[config.mk]
export PLATFORM = sky130hd
export DESIGN_NAME = flash_cmd_decoder
export DESIGN_NICKNAME = d
export VERILOG_FILES = /design/src/rtl/flash_cmd_pkg.sv /design/src/rtl/flash_wr_capture.sv /design/src/rtl/flash_seq_fsm.sv /design/src/rtl/flash_id_read.sv /design/src/rtl/flash_cmd_decoder.sv
export SDC_FILE = /design/constraint.sdc
export NUM_CORES = 1
export LEC_CHECK = 0
export BUFFER_PORTS_ARGS = -buffer_cell sky130_fd_sc_hd__buf_4
export CORE_AREA = 2 2 76 78
export CTS_BUF_LIST = sky130_fd_sc_hd__clkbuf_8 sky130_fd_sc_hd__clkbuf_16
export DETAILED_ROUTE_END_ITERATION = 16
export DIE_AREA = 0 0 78 80
export PLACE_DENSITY = 0.74
export SYNTH_ARGS = -nofsm -noshare
export SYNTH_HDL_FRONTEND = slang
export SYNTH_SLANG_ARGS = --single-unit
[constraint.sdc]
create_clock -name clk -period 3.54 [get_ports clk]
set_clock_uncertainty 0.2 [all_clocks]
set_input_delay 0.354 -clock clk [delete_from_list [all_inputs] [get_ports clk]]
set_output_delay 0.354 -clock clk [all_outputs]
set_load 0.01 [all_outputs]
[src/rtl/flash_cmd_pkg.sv]
// Shared types and command codes for the flash command decoder.
// Assumes a byte-wide data bus; codes are fixed by the command protocol.
package flash_cmd_pkg;

    // Position inside a command sequence
    typedef enum logic [2:0] {
        ST_IDLE,
        ST_UNL1,
        ST_UNL2,
        ST_PROG,
        ST_ERS3,
        ST_ERS4,
        ST_ERS5
    } seq_state_e;

    localparam logic [7:0] CODE_UNL1  = 8'hAA;
    localparam logic [7:0] CODE_UNL2  = 8'h55;
    localparam logic [7:0] CODE_PROG  = 8'hA0;
    localparam logic [7:0] CODE_IDIN  = 8'h90;
    localparam logic [7:0] CODE_IDOUT = 8'hF0;
    localparam logic [7:0] CODE_EXT   = 8'h80;
    localparam logic [7:0] CODE_ERASE = 8'h10;
    localparam logic [7:0] CODE_LOCK  = 8'h40;

endpackage

[src/rtl/flash_wr_capture.sv]
// Turns sampled bus strobes into single write events.
// A write window is ce_n and we_n low with oe_n high; the address is taken
// on the window's first cycle, the data on its last. Assumes the strobes
// are already synchronous to clk.
module flash_wr_capture #(
    parameter int ADDR_W = 16,
    parameter int DATA_W = 8
) (
    input  logic              clk,
    input  logic              rst_n,
    input  logic              ce_n,
    input  logic              oe_n,
    input  logic              we_n,
    input  logic [ADDR_W-1:0] addr,
    input  logic [DATA_W-1:0] din,
    output logic              wr_stb,
    output logic [ADDR_W-1:0] wr_addr,
    output logic [DATA_W-1:0] wr_data
);

    logic wr_act;
    logic act_q;

    // Write window qualifier
    always_comb wr_act = !ce_n && !we_n && oe_n;

    // Latch address at window start, data while open, strobe at window end
    always_ff @(posedge clk) begin
        if (!rst_n) begin
            act_q   <= 1'b0;
            wr_stb  <= 1'b0;
            wr_addr <= '0;
            wr_data <= '0;
        end else begin
            act_q  <= wr_act;
            wr_stb <= act_q && !wr_act;
            if (wr_act && !act_q) wr_addr <= addr;
            if (wr_act)           wr_data <= din;
        end
    end

endmodule

[src/rtl/flash_seq_fsm.sv]
// Follows the unlock-and-command write sequences and raises the
// program/erase requests, the identification flag and the sticky lock.
// Assumes one wr_stb per completed bus write; writes seen while busy
// are discarded without moving the tracker.
module flash_seq_fsm
    import flash_cmd_pkg::*;
#(
    parameter int                ADDR_W     = 16,
    parameter int                DATA_W     = 8,
    parameter logic [ADDR_W-1:0] UNL_ADDR_A = 16'h5555,
    parameter logic [ADDR_W-1:0] UNL_ADDR_B = 16'h2AAA,
    parameter logic [ADDR_W-1:0] BOOT_LAST  = 16'h1FFF
) (
    input  logic              clk,
    input  logic              rst_n,
    input  logic              wr_stb,
    input  logic [ADDR_W-1:0] wr_addr,
    input  logic [DATA_W-1:0] wr_data,
    input  logic              busy,
    output logic              prog_start,
    output logic [ADDR_W-1:0] prog_addr,
    output logic [DATA_W-1:0] prog_data,
    output logic              erase_start,
    output logic              id_mode,
    output logic              boot_locked
);

    seq_state_e state;
    logic       hit_unl1;
    logic       hit_unl2;
    logic       at_cmd;
    logic       in_boot;

    // Pattern matches for the current write
    always_comb begin
        hit_unl1 = (wr_addr == UNL_ADDR_A) && (wr_data == CODE_UNL1);
        hit_unl2 = (wr_addr == UNL_ADDR_B) && (wr_data == CODE_UNL2);
        at_cmd   = (wr_addr == UNL_ADDR_A);
        in_boot  = (wr_addr <= BOOT_LAST);
    end

    // Sequence tracker and command outputs
    always_ff @(posedge clk) begin
        if (!rst_n) begin
            state       <= ST_IDLE;
            prog_start  <= 1'b0;
            prog_addr   <= '0;
            prog_data   <= '0;
            erase_start <= 1'b0;
            id_mode     <= 1'b0;
            boot_locked <= 1'b0;
        end else begin
            prog_start  <= 1'b0;
            erase_start <= 1'b0;
            if (wr_stb && !busy) begin
                state <= ST_IDLE;
                case (state)
                    ST_IDLE: begin
                        if (hit_unl1)
                            state <= ST_UNL1;
                        else if (id_mode && wr_data == CODE_IDOUT)
                            id_mode <= 1'b0;
                    end
                    ST_UNL1: if (hit_unl2) state <= ST_UNL2;
                    ST_UNL2: begin
                        if (at_cmd) begin
                            case (wr_data)
                                CODE_PROG:  state   <= ST_PROG;
                                CODE_IDIN:  id_mode <= 1'b1;
                                CODE_IDOUT: id_mode <= 1'b0;
                                CODE_EXT:   state   <= ST_ERS3;
                                default:    state   <= ST_IDLE;
                            endcase
                        end
                    end
                    ST_PROG: begin
                        if (!(boot_locked && in_boot)) begin
                            prog_start <= 1'b1;
                            prog_addr  <= wr_addr;
                            prog_data  <= wr_data;
                        end
                    end
                    ST_ERS3: if (hit_unl1) state <= ST_ERS4;
                    ST_ERS4: if (hit_unl2) state <= ST_ERS5;
                    ST_ERS5: begin
                        if (at_cmd && wr_data == CODE_ERASE) erase_start <= 1'b1;
                        if (at_cmd && wr_data == CODE_LOCK)  boot_locked <= 1'b1;
                    end
                    default: state <= ST_IDLE;
                endcase
            end
        end
    end

endmodule

[src/rtl/flash_id_read.sv]
// Supplies identification bytes during bus reads in identification mode.
// Assumes the caller qualifies reads; output is zero when not driving.
module flash_id_read #(
    parameter int                ADDR_W = 16,
    parameter int                DATA_W = 8,
    parameter logic [DATA_W-1:0] MFR_ID = 8'h1F,
    parameter logic [DATA_W-1:0] DEV_ID = 8'h03
) (
    input  logic              ce_n,
    input  logic              oe_n,
    input  logic              we_n,
    input  logic [ADDR_W-1:0] addr,
    input  logic              id_mode,
    input  logic              boot_locked,
    output logic [DATA_W-1:0] id_dout,
    output logic              id_dout_en
);

    // Read qualifier and identification byte select
    always_comb begin
        id_dout_en = id_mode && !ce_n && !oe_n && we_n;
        id_dout    = '0;
        if (id_dout_en) begin
            case (addr)
                ADDR_W'(0): id_dout = MFR_ID;
                ADDR_W'(1): id_dout = DEV_ID;
                ADDR_W'(2): id_dout = DATA_W'(boot_locked);
                default:    id_dout = '0;
            endcase
        end
    end

endmodule

[src/rtl/flash_cmd_decoder.sv]
// Top of the flash command decoder: write capture, sequence tracker and
// identification read path. Assumes bus strobes are synchronous to clk
// and that a separate engine performs program/erase and drives busy.
module flash_cmd_decoder #(
    parameter int                ADDR_W     = 16,
    parameter int                DATA_W     = 8,
    parameter logic [ADDR_W-1:0] UNL_ADDR_A = 16'h5555,
    parameter logic [ADDR_W-1:0] UNL_ADDR_B = 16'h2AAA,
    parameter logic [ADDR_W-1:0] BOOT_LAST  = 16'h1FFF,
    parameter logic [DATA_W-1:0] MFR_ID     = 8'h1F,
    parameter logic [DATA_W-1:0] DEV_ID     = 8'h03
) (
    input  logic              clk,
    input  logic              rst_n,
    input  logic              ce_n,
    input  logic              oe_n,
    input  logic              we_n,
    input  logic [ADDR_W-1:0] addr,
    input  logic [DATA_W-1:0] din,
    input  logic              busy,
    output logic              prog_start,
    output logic [ADDR_W-1:0] prog_addr,
    output logic [DATA_W-1:0] prog_data,
    output logic              erase_start,
    output logic              id_mode,
    output logic              boot_locked,
    output logic [DATA_W-1:0] id_dout,
    output logic              id_dout_en
);

    logic              wr_stb;
    logic [ADDR_W-1:0] wr_addr;
    logic [DATA_W-1:0] wr_data;

    flash_wr_capture #(.ADDR_W(ADDR_W), .DATA_W(DATA_W)) u_cap (
        .clk     (clk),
        .rst_n   (rst_n),
        .ce_n    (ce_n),
        .oe_n    (oe_n),
        .we_n    (we_n),
        .addr    (addr),
        .din     (din),
        .wr_stb  (wr_stb),
        .wr_addr (wr_addr),
        .wr_data (wr_data)
    );

    flash_seq_fsm #(
        .ADDR_W     (ADDR_W),
        .DATA_W     (DATA_W),
        .UNL_ADDR_A (UNL_ADDR_A),
        .UNL_ADDR_B (UNL_ADDR_B),
        .BOOT_LAST  (BOOT_LAST)
    ) u_fsm (
        .clk         (clk),
        .rst_n       (rst_n),
        .wr_stb      (wr_stb),
        .wr_addr     (wr_addr),
        .wr_data     (wr_data),
        .busy        (busy),
        .prog_start  (prog_start),
        .prog_addr   (prog_addr),
        .prog_data   (prog_data),
        .erase_start (erase_start),
        .id_mode     (id_mode),
        .boot_locked (boot_locked)
    );

    flash_id_read #(
        .ADDR_W (ADDR_W),
        .DATA_W (DATA_W),
        .MFR_ID (MFR_ID),
        .DEV_ID (DEV_ID)
    ) u_id (
        .ce_n        (ce_n),
        .oe_n        (oe_n),
        .we_n        (we_n),
        .addr        (addr),
        .id_mode     (id_mode),
        .boot_locked (boot_locked),
        .id_dout     (id_dout),
        .id_dout_en  (id_dout_en)
    );

endmodule

==> results of run 1 <==
state kept, by name, summed over array words and instances, names as in the netlist:
| name | cells |
|---|---|
| u_fsm.state | 3 |
| u_fsm.id_mode | 1 |
| u_fsm.prog_start | 1 |
| u_cap.wr_data | 8 |
| u_cap.wr_stb | 1 |
| u_fsm.boot_locked | 1 |
| u_fsm.erase_start | 1 |
| u_cap.wr_addr | 16 |
| u_fsm.prog_addr | 16 |
| u_fsm.prog_data | 8 |
| u_cap.act_q | 1 |
placed cells by master (no fill, tap or decap), types with 3 or more instances in the layout:
cell type and count:
buf_4 67, dfxtp_1 57, nand2_1 40, nor2b_1 33, mux2i_1 30, a21boi_0 13, clkbuf_8 11, nor2_1 6
nor4_1 6, nand3_1 6, nor4bb_1 4, nor3_1 4, nand2b_1 4, inv_1 4, a21boi_1 3, nor4b_1 3
and2_1 3, nand4b_1 3, o21ai_0 3, conb_1 3
area by class of cell:
class,instances,area [um2],area share
timing repair buffer,67,503,0.154
sequential,57,1140,0.349
multi-input combinational,194,1330,0.407
inverter,3,11.3,0.00344
clock inverter,4,43.8,0.0134
clock buffer,11,151,0.0463
tap,72,90.1,0.0275
power breakdown:
part           total [mW]  internal, mW  switching (mW)
combinational      0.0777        0.0430          0.0347
clock               0.599         0.354           0.245
sequential          0.664         0.651          0.0127
per-layer routing:
metal | track usage | vias to the layer above | wire [um]
met1 | 0.272 | 997 | 2950
li1 | - | 1070 | -
met5 | 0 | - | 0
met3 | 0.0430 | 10 | 286
met4 | 0.0947 | 0 | 114
met2 | 0.306 | 67 | 2590
critical path, stage by stage, from the launching register on:
cell and delay [ns]:
dfxtp_1 0.38, nor4bb_1 0.41, nand2_1 0.20, nor4_1 0.51
buf_4 0.23
cell families after synthesis:
kind of cell / synth area share
AO/OA/AOI/OAI: 0.0938
XOR/XNOR: 0.00337
buffers and inverters: 0.0539
flip-flops: 0.439
multiplexers: 0.115
other: 0.00144
AND/OR/NAND/NOR: 0.293
how the worst min path moves through the flow:
stage	startpoint	slack (ns)	to	cells after the start
2_1_floorplan	u_cap.act_q	0.23	u_cap.wr_stb	2
3_3_place_gp	u_cap.act_q	0.24	u_cap.wr_stb	2
3_5_place_dp	u_cap.act_q	0.25	u_cap.wr_stb	2
4_1_cts	din[5]	0.07	u_cap.wr_data[5]	3
5_1_grt	addr[6]	0.07	u_cap.wr_addr[6]	3
6_report	din[5]	0.08	u_cap.wr_data[5]	3
per-stage QoR:
stage / setup WS, ns / area (um2) / hold slack (ns) / std cells / util
floorplan: 1.20 / 2610 / 0.227 / 278 / -
global placement: 1.28 / 3080 / 0.239 / 393 / 0.569
detailed placement: 1.23 / 3080 / 0.247 / 393 / 0.569
CTS: 1.01 / 3270 / 0.0693 / 408 / 0.606
global route: 0.727 / 3270 / 0.0740 / 408 / 0.606
finish: 0.920 / 3270 / 0.0784 / 408 / 0.606
==> results by group, run 1 <==
Status
  – Status: complete, no violations

Global routing
  – Total track usage: 0.201
  – Largest net degree at the start of global routing: 60
  – First-pass GRT wire length: between 9000 and 10,000 um
  – Gr ovfl total: 0
  – Initial antenna violation count: 0
  – Number of global-route vias before repair: 1,994

Worst setup path
  – Setup crit start: u_fsm.id_mode
  – R2R Setup Slk: approximately 1.5 ns
  – Crit. End Element: output port
  – Critical path fanouts, max: 4
  – Nature of the critical path startpoint: register
  – Worst R2R End: u_fsm.erase_start
  – Req. time, crit path: ~3 ns
  – R2R depth: 4
  – Critical Path End: id_dout[3]
  – Setup Crit Path Kind: register to output port
  – Worst path arrival time: a little over 2 ns
  – Worst R2R Start: u_cap.wr_addr[1]

Timing
  – Final setup viols: 0
  – Unrepaired setup endpoints after global routing: false
  – Final Hold Vio Count: 0
  – Slew @ Worst Pin: 0.618 ns
  – Minimum clock period: between 2 and 3 ns
  – Slew Viols, Final: 0
  – Setup TNS Final: 0 ns
  – Maximum clock frequency: around 0.38 GHz
  – Slew margin rel.: 0.584
  – Final worst path period share: 0.740

CTS
  – Hold Buf Count CTS: 0
  – Clock transition at path regs: around 0.060 ns
  – Worst-Skew Late Latency: approximately 0.33 ns
  – Post-CTS sizing: 0
  – Clock Path Buffers: 2
  – CTS tree: yes
  – Clock sink count: 57
  – CTS H-tree depth: 3
  – Post-CTS Setup Bufs: 0
  – Clock root cell: clkbuf_8
  – Num CTS Buffers: 9

Place
  – Hpwl dp: around 4200 um
  – Gp weighted congestion: ~0.85
  – IO Port Bufs: 63

Detailed routing
  – Total wire length: 5950 um
  – Initial drt markers: around 140
  – Drc violations: 0
  – Routed WL per cell: 14.6 um
  – Final ANT Viol Nets: 0
  – Router iterations before antenna repair: 4
  – DR vias: 2,144
  – Vias per cell: ~5.3

Finish
  – Share of layout cells above drive strength 1: 0.262
  – Fin nets: 362
  – Diode count: 0
  – FILL cells: between 500 and 600
  – Area Overhead vs Synth: 25.8%

Logic synthesis
  – Synth async-reset ratio: 0
  – Main synth FF type: dfxtp_1
  – Post-synth top area share: 0.439
  – Mapped Area: ~2600 um2
  – Mapped Cells: around 280
  – Most frequent cells after synthesis: dfxtp_1, nand2_1, nor2b_1
  – Most area-hungry cell type in the Yosys netlist: dfxtp_1
  – Sequential area share after synthesis: 0.439
  – Distinct cells, synth: between 40 and 50
  – Post-synth EDFFs: 0
  – Syn avg cell area: roughly 9.4 um2
  – Synth top area cells: dfxtp_1, mux2i_1, nor2b_1
  – FF+latch count, synth: 57
  – Most numerous cell in the Yosys netlist: dfxtp_1
  – Yosys warning count: 0

Floorplan
  – Initial core utilization: 0.481
  – Die area: between 6000 and 7000 um2
  – Die W: 78 um
  – Area of the core: 5410 um2
  – Die Span Y: roughly 80 um
  – I/O pin count: 67
  – Num rows: 27

Flow run
  – Max_cap viols: 0

Hold path
  – Hold Crit Class: primary input to register

Pwr
  – Pwr Total: ~1.3 mW
  – P_leak: ~1.2 nW
  – Maximum vdd ir drop: 0.248 mV
  – PD cells: just over 400 nW/um2
Power figures use the tool's default switching activity.
==> run 2, diff against run 1 <==
--- a/config.mk
+++ b/config.mk
@@ -6,11 +6,11 @@
 export NUM_CORES = 1
 export LEC_CHECK = 0
 export BUFFER_PORTS_ARGS = -buffer_cell sky130_fd_sc_hd__buf_4
-export CORE_AREA = 2 2 76 78
+export CORE_AREA = 2 2 78 80
 export CTS_BUF_LIST = sky130_fd_sc_hd__clkbuf_8 sky130_fd_sc_hd__clkbuf_16
 export DETAILED_ROUTE_END_ITERATION = 16
-export DIE_AREA = 0 0 78 80
-export PLACE_DENSITY = 0.74
+export DIE_AREA = 0 0 80 82
+export PLACE_DENSITY = 0.73
 export SYNTH_ARGS = -nofsm -noshare
 export SYNTH_HDL_FRONTEND = slang
 export SYNTH_SLANG_ARGS = --single-unit
==> constraint.sdc (replaced) <==
create_clock -name clk -period 2.1 [get_ports clk]
set_clock_uncertainty 0.2 [all_clocks]
set_input_delay 0.21 -clock clk [delete_from_list [all_inputs] [get_ports clk]]
set_output_delay 0.21 -clock clk [all_outputs]
set_load 0.01 [all_outputs]
==> run 2 against run 1 <==
Largest cell class unchanged; via count grew 3.9%; register-to-register slack worse by 1.4 ns; die area rose by 5.1%; clock power rose by 67%; critical endpoint unchanged; hold slack got worse by 0.051 ns; worst setup slack lost 0.81 ns.
==> results by group, run 2 (synthesized netlist as in run 1, its figures left out) <==
Global routing
  – Number of global-route vias before repair: 2,169 (+8.8%)
  – Largest net degree at the start of global routing: 33 (-45%)
  – Met3 GRT Util: 0.0374 (-0.00562)
  – Total track usage: 0.198 (-0.00264)
  – First-pass GRT wire length: 10,100 um (+3.8%)
  – Met2 usage: 0.318 (+0.0115)
  – Initial antenna violation count: 0 (unchanged)
  – Busiest layer in global routing: met2
  – Met1 GRT Util: 0.256 (-0.0160)
  – Gr ovfl total: 0 (unchanged)

Detailed routing
  – DR vias: 2,228 (+3.9%)
  – Drc violations: 0 (unchanged)
  – Total wire length: 6260 um (+5.3%)
  – Router iterations before antenna repair: 4 (unchanged)
  – Final ANT Viol Nets: 0 (unchanged)
  – Initial drt markers: 119 (-16%)
  – Routed WL per cell: 14.2 um (-2.6%)
  – Vias per cell: 5.05 (-3.9%)

Worst setup path
  – Crit. End Element: output port
  – Nature of the critical path startpoint: primary input
  – Req. time, crit path: 1.69 ns (-1.30 ns)
  – Setup Crit Path Kind: primary input to output port
  – Critical path fanouts, max: 3 (-1)
  – Worst path arrival time: 1.58 ns (-0.49 ns)

Pwr
  – P_leak: 1.31 nW (+12%)
  – PD cells: 635 nW/um2 (+55%)
  – Maximum vdd ir drop: 0.484 mV (+95%)

Floorplan
  – Die Span Y: 82 um (+2.5%)
  – Area of the core: 5750 um2 (+6.3%)
  – I/O pin count: 67 (unchanged)
  – Die W: 80 um (+2.6%)
  – Num rows: 28 (+3.7%)
  – Initial core utilization: 0.453 (-0.0285)
  – Die area: 6560 um2 (+5.1%)

CTS
  – CTS tree: yes
  – Clock transition at path regs: 0.06 ns (about the same)
  – Clock sink count: 57 (unchanged)
  – Clock Path Buffers: 2 (unchanged)
  – Clock root cell: clkbuf_8
  – CTS H-tree depth: 3 (unchanged)
  – Num CTS Buffers: 9 (unchanged)
  – Worst-Skew Late Latency: 0.32 ns (about the same)

Timing
  – Setup TNS Final: 0 ns (unchanged)
  – Maximum clock frequency: 0.502 GHz
  – Final Hold Vio Count: 0 (unchanged)
  – Unrepaired setup endpoints after global routing: false
  – Final worst path period share: 0.948
  – Slew margin rel.: 0.551 (-0.0334)
  – Minimum clock period: approximately 2.0 ns
  – Slew @ Worst Pin: 0.674 ns (+0.0557 ns)
  – Final setup viols: 0 (unchanged)
  – Slew Viols, Final: 0 (unchanged)

Finish
  – Regs by FF count: u_cap.wr_addr x16, u_fsm.prog_addr x16
  – Commonest non-fill, non-tap cell in the layout: buf_4
  – Area Overhead vs Synth: 38.6%
  – Final non-filler cell total: 441 (+8.1%)
  – Most frequent cells in the layout: buf_4, dfxtp_1, nand2_1, nor2b_1, mux2i_1
  – Cell area after layout: 3610 um2 (+10%)
  – Share of layout cells above drive strength 1: 0.273 (+0.0113)
  – Fin nets: 391 (+8.0%)
  – Diode count: 0 (unchanged)

Place
  – Dpl cell area: 3110 um2 (+1.1%)
  – Hpwl dp: 4220 um (+0.25%)
  – IO Port Bufs: 63 (unchanged)
  – Inst Count DP: 399 (+1.5%)
  – Gp weighted congestion: 0.776 (-8.6%)

Flow run
  – Max_cap viols: 0 (unchanged)

Status
  – Status: complete, no violations

Hold path
  – Hold Crit Class: primary input to register
run 2: repair_timing:
item | CTS | global route
gates cloned | 0 | 0
hold endpoints to repair | 24 | 0
resized for setup | 4 | 5
setup endpoints to repair | 5 | 4
buffers inserted | 0 | 2
hold buffers | 25 | 0
pin swaps | 0 | 1
run 2: worst max-delay path: stages:
cell and delay [ns]:
dlygate4sd3_1 0.59, nor2_4 0.10, nand3_2 0.10, nor4_4 0.40
buf_4 0.19
run 2: cell type report:
cell class	count	area [um2]
inverter	3	11.3
clock buffer	10	138
clock inverter	6	57.6
sequential	57	1140
fill	493	2140
timing repair buffer	96	786
tap	75	93.8
multi-input combinational	194	1380
run 2: final timing paths:
path                     startpoint                to  slack, ns  depth (start not counted)
hold / removal              addr[0]  u_cap.wr_addr[0]       0.03                          3
setup reg to reg  u_cap.wr_addr[15]     u_fsm.id_mode       0.12                          4
hold reg to reg         u_cap.act_q      u_cap.wr_stb       0.25                          2
setup / recovery            addr[8]        id_dout[3]       0.11                          5
run 2: layer usage:
layer	up-vias	share of wire
li1	1124	-
met1	1027	0.47
met2	69	0.47
met3	8	0.042
met4	0	0.019
met5	-	0
run 2: where the power goes:
group	internal (mW)	switching (mW)
clock network	0.571	0.427
logic	0.104	0.0684
registers	1.10	0.0211
total	1.77	0.517
run 2: through the flow:
| step | power [mW] | hold WS, ns | utilization | setup WS, ns |
|---|---|---|---|---|
| floorplan | 1.21 | 0.145 | - | 0.102 |
| global placement | 1.27 | 0.235 | 0.541 | 0.165 |
| detailed placement | 1.27 | 0.239 | 0.541 | 0.124 |
| CTS | 2.31 | 0.0140 | 0.623 | 0.00453 |
| global route | 2.37 | 0.0166 | 0.628 | 0.0108 |
| finish | 2.29 | 0.0278 | 0.628 | 0.108 |
